==> config.mk <==
export PLATFORM = sky130hd
export DESIGN_NAME = accum_alu
export DESIGN_NICKNAME = d
export VERILOG_FILES = /design/src/rtl/accum_alu_pkg.sv /design/src/rtl/accum_alu_core.sv /design/src/rtl/accum_alu_aux.sv /design/src/rtl/accum_alu_flags.sv /design/src/rtl/accum_alu.sv
export SDC_FILE = /design/constraint.sdc
export NUM_CORES = 1
export LEC_CHECK = 0
export BUFFER_PORTS_ARGS = -buffer_cell sky130_fd_sc_hd__buf_2
export CAP_MARGIN = 20
export CORE_UTILIZATION = 59
export DETAILED_ROUTE_END_ITERATION = 10
export PLACE_DENSITY_LB_ADDON = 0.25
export SLEW_MARGIN = 20
export SYNTH_ARGS = -nofsm -noshare
export SYNTH_HDL_FRONTEND = slang
export SYNTH_HIERARCHICAL = 1
export SYNTH_SLANG_ARGS = --single-unit
export TNS_END_PERCENT = 30
==> constraint.sdc <==
create_clock -name clk -period 3.23 [get_ports clk]
set_input_delay 0.1615 -clock clk [delete_from_list [all_inputs] [get_ports clk]]
set_output_delay 0.1615 -clock clk [all_outputs]
set_load 0.02 [all_outputs]
==> src/rtl/accum_alu_pkg.sv <==
package accum_alu_pkg;

  localparam int FLAG_Z_BIT = 7;
  localparam int FLAG_N_BIT = 6;
  localparam int FLAG_H_BIT = 5;
  localparam int FLAG_C_BIT = 4;

  typedef enum logic [2:0] {
    OP_ADD = 3'd0,
    OP_ADC = 3'd1,
    OP_SUB = 3'd2,
    OP_SBC = 3'd3,
    OP_AND = 3'd4,
    OP_XOR = 3'd5,
    OP_OR  = 3'd6,
    OP_CP  = 3'd7
  } arith_op_e;

  typedef enum logic [2:0] {
    AX_RLC  = 3'd0,
    AX_RRC  = 3'd1,
    AX_RL   = 3'd2,
    AX_RR   = 3'd3,
    AX_DADJ = 3'd4,
    AX_CPL  = 3'd5,
    AX_SCF  = 3'd6,
    AX_CCF  = 3'd7
  } aux_op_e;

  typedef struct packed {
    logic z;
    logic n;
    logic h;
    logic c;
  } flag_t;

endpackage

==> src/rtl/accum_alu_core.sv <==
module accum_alu_core
  import accum_alu_pkg::*;
#(
  parameter int DW = 8
) (
  input  logic [DW-1:0] a,
  input  logic [DW-1:0] b,
  input  arith_op_e     op,
  input  flag_t         fin,
  output logic [DW-1:0] res,
  output flag_t         fout,
  output logic          we
);
  localparam int NW = DW / 2;

  logic          cin;
  logic          sub_path;
  logic [NW:0]   lo;
  logic [DW:0]   wide;
  logic [DW-1:0] logic_v;

  always_comb begin
    cin      = ((op == OP_ADC) || (op == OP_SBC)) ? fin.c : 1'b0;
    sub_path = (op == OP_SUB) || (op == OP_SBC) || (op == OP_CP);
    if (sub_path) begin
      lo   = {1'b0, a[NW-1:0]} - {1'b0, b[NW-1:0]} - {{NW{1'b0}}, cin};
      wide = {1'b0, a} - {1'b0, b} - {{DW{1'b0}}, cin};
    end else begin
      lo   = {1'b0, a[NW-1:0]} + {1'b0, b[NW-1:0]} + {{NW{1'b0}}, cin};
      wide = {1'b0, a} + {1'b0, b} + {{DW{1'b0}}, cin};
    end
  end

  always_comb begin
    logic_v = a;
    case (op)
      OP_AND:  logic_v = a & b;
      OP_XOR:  logic_v = a ^ b;
      OP_OR:   logic_v = a | b;
      default: logic_v = a;
    endcase
  end

  always_comb begin
    res  = a;
    fout = fin;
    we   = 1'b1;
    case (op)
      OP_ADD, OP_ADC: begin
        res    = wide[DW-1:0];
        fout.z = (wide[DW-1:0] == '0);
        fout.n = 1'b0;
        fout.h = lo[NW];
        fout.c = wide[DW];
      end
      OP_SUB, OP_SBC, OP_CP: begin
        res    = (op == OP_CP) ? a : wide[DW-1:0];
        we     = (op != OP_CP);
        fout.z = (wide[DW-1:0] == '0);
        fout.n = 1'b1;
        fout.h = lo[NW];
        fout.c = wide[DW];
      end
      default: begin
        res    = logic_v;
        fout.z = (logic_v == '0);
        fout.n = 1'b0;
        fout.h = (op == OP_AND);
        fout.c = 1'b0;
      end
    endcase
  end

endmodule

==> src/rtl/accum_alu_aux.sv <==
module accum_alu_aux
  import accum_alu_pkg::*;
#(
  parameter int DW = 8
) (
  input  logic [DW-1:0] a,
  input  aux_op_e       op,
  input  flag_t         fin,
  output logic [DW-1:0] res,
  output flag_t         fout,
  output logic          we
);
  localparam int            NW      = DW / 2;
  localparam logic [DW-1:0] ADJ_HI  = DW'(8'h60);
  localparam logic [DW-1:0] ADJ_LO  = DW'(8'h06);
  localparam logic [DW-1:0] DEC_MAX = DW'(8'h99);
  localparam logic [NW-1:0] NIB_MAX = NW'(9);

  logic [DW-1:0] step;
  logic          hi_fix;

  always_comb begin
    res    = a;
    fout   = fin;
    we     = 1'b1;
    step   = a;
    hi_fix = 1'b0;
    case (op)
      AX_RLC: begin
        res  = {a[DW-2:0], a[DW-1]};
        fout = '{z: 1'b0, n: 1'b0, h: 1'b0, c: a[DW-1]};
      end
      AX_RRC: begin
        res  = {a[0], a[DW-1:1]};
        fout = '{z: 1'b0, n: 1'b0, h: 1'b0, c: a[0]};
      end
      AX_RL: begin
        res  = {a[DW-2:0], fin.c};
        fout = '{z: 1'b0, n: 1'b0, h: 1'b0, c: a[DW-1]};
      end
      AX_RR: begin
        res  = {fin.c, a[DW-1:1]};
        fout = '{z: 1'b0, n: 1'b0, h: 1'b0, c: a[0]};
      end
      AX_DADJ: begin
        if (!fin.n) begin
          hi_fix = fin.c || (a > DEC_MAX);
          step   = hi_fix ? a + ADJ_HI : a;
          res    = (fin.h || (step[NW-1:0] > NIB_MAX)) ? step + ADJ_LO : step;
          fout.c = hi_fix;
        end else begin
          step   = fin.c ? a - ADJ_HI : a;
          res    = fin.h ? step - ADJ_LO : step;
          fout.c = fin.c;
        end
        fout.z = (res == '0);
        fout.h = 1'b0;
      end
      AX_CPL: begin
        res    = ~a;
        fout.n = 1'b1;
        fout.h = 1'b1;
      end
      AX_SCF: begin
        we     = 1'b0;
        fout.n = 1'b0;
        fout.h = 1'b0;
        fout.c = 1'b1;
      end
      default: begin
        we     = 1'b0;
        fout.n = 1'b0;
        fout.h = 1'b0;
        fout.c = ~fin.c;
      end
    endcase
  end

endmodule

==> src/rtl/accum_alu_flags.sv <==
module accum_alu_flags
  import accum_alu_pkg::*;
#(
  parameter logic [3:0] RST_NIB = 4'hB
) (
  input  logic  clk,
  input  logic  rst,
  input  logic  en,
  input  flag_t d,
  output flag_t q
);

  always_ff @(posedge clk) begin
    if (rst)     q <= flag_t'(RST_NIB);
    else if (en) q <= d;
  end

endmodule

==> src/rtl/accum_alu.sv <==
module accum_alu
  import accum_alu_pkg::*;
#(
  parameter int         DATA_W    = 8,
  parameter logic [7:0] FLAG_INIT = 8'hB0
) (
  input  logic              clk,
  input  logic              rst,
  input  logic              alu_valid,
  input  logic              alu_misc,
  input  logic [2:0]        alu_op,
  input  logic [DATA_W-1:0] acc_in,
  input  logic [DATA_W-1:0] opnd_in,
  output logic [DATA_W-1:0] result_out,
  output logic              result_we,
  output logic [7:0]        flags_next,
  output logic [7:0]        flags_q
);

  flag_t              cur_f;
  flag_t              core_f;
  flag_t              aux_f;
  flag_t              sel_f;
  logic [DATA_W-1:0]  core_res;
  logic [DATA_W-1:0]  aux_res;
  logic               core_we;
  logic               aux_we;

  accum_alu_core #(.DW(DATA_W)) u_core (
    .a    (acc_in),
    .b    (opnd_in),
    .op   (arith_op_e'(alu_op)),
    .fin  (cur_f),
    .res  (core_res),
    .fout (core_f),
    .we   (core_we)
  );

  accum_alu_aux #(.DW(DATA_W)) u_aux (
    .a    (acc_in),
    .op   (aux_op_e'(alu_op)),
    .fin  (cur_f),
    .res  (aux_res),
    .fout (aux_f),
    .we   (aux_we)
  );

  always_comb begin
    if (alu_misc) begin
      result_out = aux_res;
      sel_f      = aux_f;
      result_we  = alu_valid & aux_we;
    end else begin
      result_out = core_res;
      sel_f      = core_f;
      result_we  = alu_valid & core_we;
    end
  end

  assign flags_next = {sel_f, 4'b0000};

  accum_alu_flags #(.RST_NIB(FLAG_INIT[7:4])) u_flags (
    .clk (clk),
    .rst (rst),
    .en  (alu_valid),
    .d   (sel_f),
    .q   (cur_f)
  );

  assign flags_q = {cur_f, 4'b0000};

  // the cycle after reset the flag byte holds its reset value
  a_r1_reset_value: assert property (@(posedge clk) disable iff (rst)
    $past(rst) |-> (flags_q == FLAG_INIT));

  // no strobe, no change
  a_r2_hold_idle: assert property (@(posedge clk) disable iff (rst)
    !alu_valid |=> $stable(flags_q));

  // a strobe commits the computed flags
  a_r2_commit: assert property (@(posedge clk) disable iff (rst)
    alu_valid |=> (flags_q == $past(flags_next)));

  // compare leaves the accumulator alone
  a_r6_cp_no_write: assert property (@(posedge clk) disable iff (rst)
    (alu_valid && !alu_misc && alu_op == 3'd7) |-> (!result_we && result_out == acc_in));

  // a committed rotate leaves Z, N and H clear
  a_r7_rot_clears: assert property (@(posedge clk) disable iff (rst)
    (alu_valid && alu_misc && !alu_op[2]) |=> (flags_q[7:5] == 3'b000));

  // decimal adjust clears H and keeps N
  a_r9_dadj_h_n: assert property (@(posedge clk) disable iff (rst)
    (alu_valid && alu_misc && alu_op == 3'd4) |=>
      (!flags_q[5] && flags_q[6] == $past(flags_q[6])));

endmodule

==> results.md, run 1 <==
- Status: complete, but fails checks
- Failing checks: design-rule violations
- H-tree levels: 1
- Design Area, Final: 3130 µm²
- Ys async rst share: 0
- Total Routed Length: 7560 µm
- RSZ-0062 raised after global routing: yes
- Synth top area cells: ha_1, mux2i_1, inv_1, mux2_2, o21ai_0
- Final nets: 481
- DRT antenna net count: 0
- Hold Startpoint: rst
- First-pass GRT wire length: 12500 µm
- Static leakage: 1.49 nW
- Maxcap violations: 0
- Vias in the first global route: 2680
- Worst setup path class: reg2out
- Dpl hpwl: 5890 µm
- Reg2reg start: u_flags/q[0]
- DIE WIDTH: 71.3 µm
- Starting density of the core: 0.633
- Critical Path RT: 3070 ps
- Clk_skew: 3.98 ps
- DR iter-0 viols: 220
- Prevailing post-synth register cell: dfxtp_1
- TritonCTS clock tree: built
- Worst setup EP type: primary output
- Top cells by count, synth: inv_1, ha_1, nand2_1
- Fmax: 317 MHz
- Yosys cell types: 63
- Initial antenna violation count: 0
- Max reg flops: 4
- Syn Inst Count: 387
- DRC viols: 2
- WL per Instance: 16.1 µm
- CTS Sinks: 4
- Design Power: 0.778 mW
- Die Height: 71.3 µm
- Yosys top cell area share: 0.150
- Hold Path Class: in2reg
- Mean post-synth cell area: 7.31 µm²
- DIE AREA: 5080 µm²
- Startpoint types: flop
- Clock Path Buffers: 2
- Port Buffers: 39
- DR vias/cell: 6.08
- Number of synthesized flops with an enable pin: 0
- Antenna fix cells: 0
- Final hold vios: 0
- Post-Syn Area: 2830 µm²
- Worst-Skew Late Latency: 220 ps
- Critical-path maximum fanout: 3
- FF+latch count, synth: 4
- Post-synthesis sequential area ratio: 0.0283
- Clock period minus worst slack: 3150 ps
- Period utilization: 0.976
- Worst Hold Depth: 2
- Root buf cell: clkbuf_8
- Slew Viols, Final: 0
- Most frequent cell after synthesis: inv_1
- Drt first pass iters: 9
- Largest vdd supply drop: 142 µV
- Area leader, netlist: ha_1
- Setup violations, final: 0
- Total GRT Usage: 0.306
- Largest registers: u_flags/q (4)
- Share of layout cells above drive strength 1: 0.239
- Dpl cell area: 3030 µm²
- Core Region: 4470 µm²
- R2R setup slack: 340 ps
- Hold EP: u_flags/q[2]
- Layout area overhead: 10.6%
- Syn. warnings: 6
- Pwr/cell area: 249 nW/µm²
- Routability cong.: 0.924
- Largest net degree at the start of global routing: 48
- CTS Buf Count: 3
- Reg2reg path depth: 13
- Fillers: 385
- Critical path arrival: 2990 ps
- Routed via count: 2857
- Post-route insts no fill: 470
- Dpl cells: 465
- I/O Pins: 48
- Clock transition at path regs: 30 ps
- Reg-to-reg endpoint: u_flags/q[3]
- Site Rows: 24
- Fin Setup TNS: 0 ps
- Total congestion overflow: 0
- Largest Register: u_flags/q
## per-layer routing
layer  part of all wire  track usage
met3              0.046       0.0323
met4              0.017       0.0667
met2               0.51        0.545
met5                  0            0
met1               0.43        0.399
## placed cells by master, fill, tap and decap left out, types with 3 or more instances in the layout
master    instances
a211o_1           5
conb_1            8
xor2_1            9
nor3_1            8
o211ai_2          4
nand2_1          32
xnor2_1          13
o22ai_1           6
clkbuf_8          3
mux2_2           12
buf_4            14
o211ai_1          7
a21oi_1          18
o221ai_1          3
fa_2              3
a31oi_1           4
ha_1             34
inv_1            37
nand2b_1          5
buf_2            38
dfxtp_1           3
mux2i_1          21
nand4_1           4
a21o_1            6
nor2_1           22
a211oi_1          7
nand3_1          12
nor2b_1          11
o21ai_0          23
## final cells by class
| type | count | area [µm²] | share of cell area |
|---|---|---|---|
| repair buffers | 53 | 307 | 0.0980 |
| clock buffers | 3 | 41.3 | 0.0132 |
| multi-input cells | 319 | 2490 | 0.795 |
| flip-flops and latches | 4 | 81.3 | 0.0260 |
| inverters | 39 | 146 | 0.0468 |
| well taps | 52 | 65.1 | 0.0208 |
## critical path, stage by stage (launching register included)
cell,delay [ps]
dfxtp_2,320
nand3_2,80
inv_2,40
fa_2,550
inv_1,50
ha_1,190
o21ai_0,160
nand2_1,90
xor2_1,140
mux2i_1,260
nand3_1,160
o41ai_2,380
mux2_4,220
buf_6,110
## report_power, final
part           total [mW]  switching [mW]  internal (mW)
registers          0.0604         0.00645         0.0540
logic               0.611           0.357          0.254
clock network       0.107          0.0276         0.0796
## how the worst max path moves through the flow
stage | start | to | slack (ps)
after floorplan | u_flags/q[0] | u_flags/q[0] | 110
after global placement | u_flags/q[0] | u_flags/q[0] | 240
after detailed placement | u_flags/q[0] | u_flags/q[0] | 140
after CTS | u_flags/q[0] | flags_next[7] | 7
after global routing | u_flags/q[0] | flags_next[7] | -60
final | u_flags/q[0] | flags_next[7] | 80
## cells by family after synthesis
logic type,after synthesis,synth area share
buf+inv,71,0.114
flops,4,0.0283
compound gates,109,0.289
simple gates,108,0.195
xor+xnor,22,0.0681
other cells,1,0.00132
mux,34,0.126
fa+ha+maj,38,0.179
## stage by stage
step                       util  hold slack [ps]  worst slack, ps
after floorplan               -              234              112
after global placement    0.678              385              242
after detailed placement  0.678              386              138
after CTS                 0.689              154             6.64
after global routing      0.699              167            -60.8
final                     0.699              160             77.8
## what timing repair did
action | CTS | global route
endpoints found under the setup margin | 2 | 3
resized for setup | 3 | 12
hold buffers | 0 | 0
setup buffers | 0 | 2
pin swaps | 2 | 8
Power figures use the tool's default switching activity.
==> inputs of run 2 (changes only) <==
- CORE_MARGIN: default -> 2
- clock period: 3.23 -> 3.2 ns (I/O delays scaled with it)
==> run 2 against run 1 <==
- the run now ends clean
- highest routed layer unchanged
- global-route usage is 0.79 points lower
- die area is 5.7% higher
- register-to-register slack lost 150 ps
- largest power group unchanged
- critical path type unchanged
- combinational power increased by 3.6%
- hold slack better by 8.7 ps
- design area is 0.80% higher
- sequential share of layout area about the same
- power increased by 3.4%
- via count is 1.9% higher
- largest cell class unchanged
- non-clock buffer count rose by 3
==> results.md, run 2 (same netlist as run 1, synthesis figures left out) <==
- Status: completed
- Final nets: 484
- Setup violations, final: 0
- Reg2reg start: u_flags/q[0]
- Comb pwr share: 0.786
- TritonCTS clock tree: built
- Net Switching: 0.403 mW
- Clk pwr share: 0.136
- Commonest non-fill, non-tap cells in the layout: buf_2, inv_1, ha_1, nand2_1, o21ai_0
- RSZ-0062 raised after global routing: yes
- CTS Sinks: 4
- Startpoint types: flop
- Clock period minus worst slack: 3140 ps
- DIE WIDTH: 73.3 µm
- Max-Slew Margin vs Limit: 0.650
- WL per Instance: 16.4 µm
- First-pass GRT wire length: 12800 µm
- Period utilization: 0.982
- Total congestion overflow: 0
- Worst setup EP type: primary output
- Sw frac: 0.501
- Port Buffers: 39
- Reg power frac: 0.078
- I/O Pins: 48
- Drt first pass iters: 5
- Critical Path RT: 3040 ps
- Clk_skew: 5.12 ps
- CP cell instances: nand3_2, inv_2, fa_2, inv_2, ha_4, o2111ai_2, o211ai_2, xor2_1, mux2i_1, nand3_1, o41ai_2, mux2_4, buf_6
- Core Region: 4660 µm²
- Share of layout cells above drive strength 1: 0.240
- Starting density of the core: 0.607
- Worst setup path class: reg2out
- Worst-Margin Slew: 524 ps
- Final hold vios: 0
- Slew Viols, Final: 0
- Maxcap violations: 0
- Hold Startpoint: rst
- H-tree levels: 1
- DRT antenna net count: 0
- Worst path slowest cell: fa_2
- Critical-path maximum fanout: 3
- Max reg flops: 4
- Site Rows: 25
- DR iter-0 viols: 320
- Hold Path Class: in2reg
- DIE AREA: 5370 µm²
- Dpl cell area: 3030 µm²
- Dpl hpwl: 5950 µm
- Fmax: 318 MHz
- Total GRT Usage: 0.298
- Critical path arrival: 2980 ps
- DR vias/cell: 6.13
- Crit path depth: 13
- CP peak stage delay: 560 ps
- DRC viols: 0
- Cell family with most CP delay: adder cells
- Die Height: 73.3 µm
- Layout area overhead: 11.5%
- Largest registers: u_flags/q (4)
- Clock transition at path regs: 40 ps
- Final core occ: 0.677
- Vias in the first global route: 2707
- Pwr/cell area: 255 nW/µm²
- Reg2reg path depth: 14
- Worst-Skew Late Latency: 220 ps
- Critical path startpoint: u_flags/q[0]
- CP dominant cell by count: inv_2
- Buf/Inv on CP: 3
- Largest net degree at the start of global routing: 48
- Routability cong.: 0.957
- Total Routed Length: 7800 µm
- Most common cell after layout, fill and taps aside: buf_2
- Antenna fix cells: 0
- Routed via count: 2911
- Static leakage: 1.50 nW
- Root buf cell: clkbuf_8
- Worst Hold Depth: 2
- Initial antenna violation count: 0
- Largest vdd supply drop: 125 µV
- Largest Register: u_flags/q
- CTS Buf Count: 3
- Design Area, Final: 3150 µm²
- Cell Int Power: 0.402 mW
- Clock Path Buffers: 2
[run 2: cell types whose count changed in the layout (fill, tap and decap cells not counted), sizes merged]
cell and change:
buf +3
[run 2: worst paths after layout]
kind              slack (ps)            end
setup / recovery          60  flags_next[7]
hold / removal           170   u_flags/q[2]
setup reg to reg         190   u_flags/q[3]
hold reg to reg          620   u_flags/q[3]
[run 2: what timing repair did]
item | in CTS | in global routing
pin swaps | 6 | 8
endpoints found under the hold margin | 0 | 0
resized for setup | 4 | 9
setup buffers | 2 | 3
endpoints found under the setup margin | 1 | 4
hold buffers | 0 | 0
[run 2: per-layer routing]
metal  GRT usage  share of wire  up-vias
met5           0              0        -
met4      0.0494          0.016        0
met3      0.0110          0.055       14
met2       0.546           0.50      101
met1       0.392           0.42     1367
li1            -              -     1429
[run 2: power by group through the flow]
stage	Sequential, mW	Combinational [mW]	Clock (mW)
finish	0.0625	0.633	0.110
global route	0.0633	0.689	0.112
CTS	0.0622	0.603	0.110
global placement	0.0624	0.575	0
detailed placement	0.0625	0.587	0
floorplan	0.0635	0.449	0
[run 2: per-stage QoR]
stage	power, mW	TNS [ps]	std cells	setup WS, ps	hold slack (ps)
2_1_floorplan	0.513	0	394	82.4	232
3_3_place_gp	0.638	0	467	232	393
3_5_place_dp	0.650	0	467	111	388
4_1_cts	0.775	0	472	9.66	162
5_1_grt	0.865	-67.8	475	-54.7	176
6_report	0.805	0	475	56.8	169
[run 2: layout make-up]
class                   instances  area, µm²
multi-input cells             319       2490
inverters                      39        146
fillers                       419       1510
flip-flops and latches          4       81.3
well taps                      54       67.6
repair buffers                 56        329
clock buffers                   3       41.3
==> inputs of run 3 (changes only) <==
- clock period: 3.2 -> 3.15 ns (I/O delays scaled with it)
==> run 3 against run 2 <==
- count of clock-buffer cells in the layout unchanged
- worst setup slack got worse by 25 ps
- sequential share of layout area is essentially flat
- sequential power shrank 3%
- combinational power grew 2%
- register-to-register slack gained 80 ps
- clock skew fell by 2.9 ps
- routed wire length rose by 2.2%
- clock power rose by 4%
- hold slack worse by 22 ps
- critical path type unchanged
==> results.md, run 3 (same netlist as run 1, synthesis figures left out) <==
- Status: completed
- Maxcap violations: 0
- Worst-Skew Late Latency: 230 ps
- CTS Buf Count: 3
- Dpl hpwl: 6100 µm
- Post-CTS Hold Buffers: 0
- Clock Path Buffers: 2
- Largest vdd supply drop: 123 µV
- WL per Instance: 16.8 µm
- DR vias/cell: 6.18
- Dpl cell area: 3050 µm²
- Clock period minus worst slack: 3120 ps
- Net Switching: 0.414 mW
- Fin Setup TNS: 0 ps
- Core Region: 4660 µm²
- Final nets: 484
- CP dominant cell by count: inv_2
- Max reg flops: 4
- Startpoint types: flop
- Final hold vios: 0
- TritonCTS clock tree: built
- Reg power frac: 0.074
- CTS Sinks: 4
- Commonest non-fill, non-tap cells in the layout: buf_2, inv_1, ha_1, nand2_1, o21ai_0
- CP peak stage delay: 550 ps
- Worst-Margin Slew: 511 ps
- Total congestion overflow: 0
- Initial antenna violation count: 0
- Layout area overhead: 11.7%
- DIE AREA: 5370 µm²
- DIE WIDTH: 73.3 µm
- RSZ-0062 raised after global routing: yes
- DR iter-0 viols: 315
- Port Buffers: 39
- Clock transition at path regs: 30 ps
- Design Area, Final: 3160 µm²
- Fmax: 321 MHz
- Worst setup EP type: primary output
- Sw frac: 0.504
- Slew Viols, Final: 0
- Period utilization: 0.990
- Routed via count: 2937
- Max-Slew Margin vs Limit: 0.659
- H-tree levels: 1
- Drt first pass iters: 7
- Clk_skew: 2.27 ps
- Routability cong.: 0.948
- Critical path arrival: 2960 ps
- Pwr/cell area: 260 nW/µm²
- Starting density of the core: 0.607
- First-pass GRT wire length: 12700 µm
- Root buf cell: clkbuf_8
- I/O Pins: 48
- Worst path slowest cell: fa_2
- Largest net degree at the start of global routing: 48
- Critical Path RT: 2990 ps
- DRC viols: 0
- Site Rows: 25
- Vias in the first global route: 2766
- Largest registers: u_flags/q (4)
- Die Height: 73.3 µm
- Clk pwr share: 0.138
- Setup violations, final: 0
- DRT antenna net count: 0
- Hold Path Class: in2reg
- Largest Register: u_flags/q
- Share of layout cells above drive strength 1: 0.247
- Critical-path maximum fanout: 3
- Total GRT Usage: 0.299
- Worst setup path class: reg2out
- Antenna fix cells: 0
- Comb pwr share: 0.788
- Static leakage: 1.50 nW
- CP cell instances: nand3_2, inv_2, fa_2, inv_2, ha_4, o2111ai_2, o211ai_2, xor2_1, mux2i_1, nand3_1, o41ai_2, mux2_4, buf_6
- Cell family with most CP delay: adder cells
- Cell Int Power: 0.407 mW
- Total Routed Length: 7970 µm
- Buf/Inv on CP: 3
- Most common cell after layout, fill and taps aside: buf_2
run 3: cell type report:
class | instances | area (µm²)
multi-input combinational | 319 | 2500
clock buffer | 3 | 41.3
timing repair buffer | 56 | 329
sequential | 4 | 81.3
fill | 424 | 1500
tap | 54 | 67.6
inverter | 39 | 146
run 3: metrics by stage:
| step | hold WS, ps | cells | utilization | power, mW | setup slack, ps |
|---|---|---|---|---|---|
| final | 147 | 475 | 0.678 | 0.822 | 32.3 |
| after global routing | 149 | 475 | 0.678 | 0.879 | -75.3 |
| after CTS | 139 | 475 | 0.674 | 0.805 | 12.8 |
| after detailed placement | 374 | 469 | 0.654 | 0.664 | 96.0 |
| after global placement | 383 | 469 | 0.654 | 0.651 | 170 |
| after floorplan | 230 | 394 | - | 0.521 | 32.4 |
run 3: final timing paths:
path / from / end / slack (ps) / depth (start not counted)
max reg2reg: u_flags/q[0] / u_flags/q[3] / 270 / 13
min reg2reg: u_flags/q[3] / u_flags/q[3] / 630 / 2
min: rst / u_flags/q[2] / 150 / 2
max: u_flags/q[0] / flags_next[7] / 30 / 13
run 3: repair_timing:
item                                    CTS  global route
pin swaps                                 8             5
resized for setup                        10             6
endpoints found under the setup margin    3             3
setup buffers                             3             0
run 3: per-layer routing:
metal	global-route usage	up-vias	part of all wire
li1	-	1429	-
met1	0.377	1366	0.41
met2	0.539	127	0.50
met3	0.0219	15	0.063
met4	0.0885	0	0.022
met5	0	-	0
run 3: power groups by stage:
stage               Sequential, mW  Combinational, mW  Clock, mW
global placement            0.0610              0.590          0
finish                      0.0607              0.647      0.114
CTS                         0.0610              0.629      0.115
detailed placement          0.0613              0.602          0
floorplan                   0.0646              0.456          0
global route                0.0613              0.698      0.120
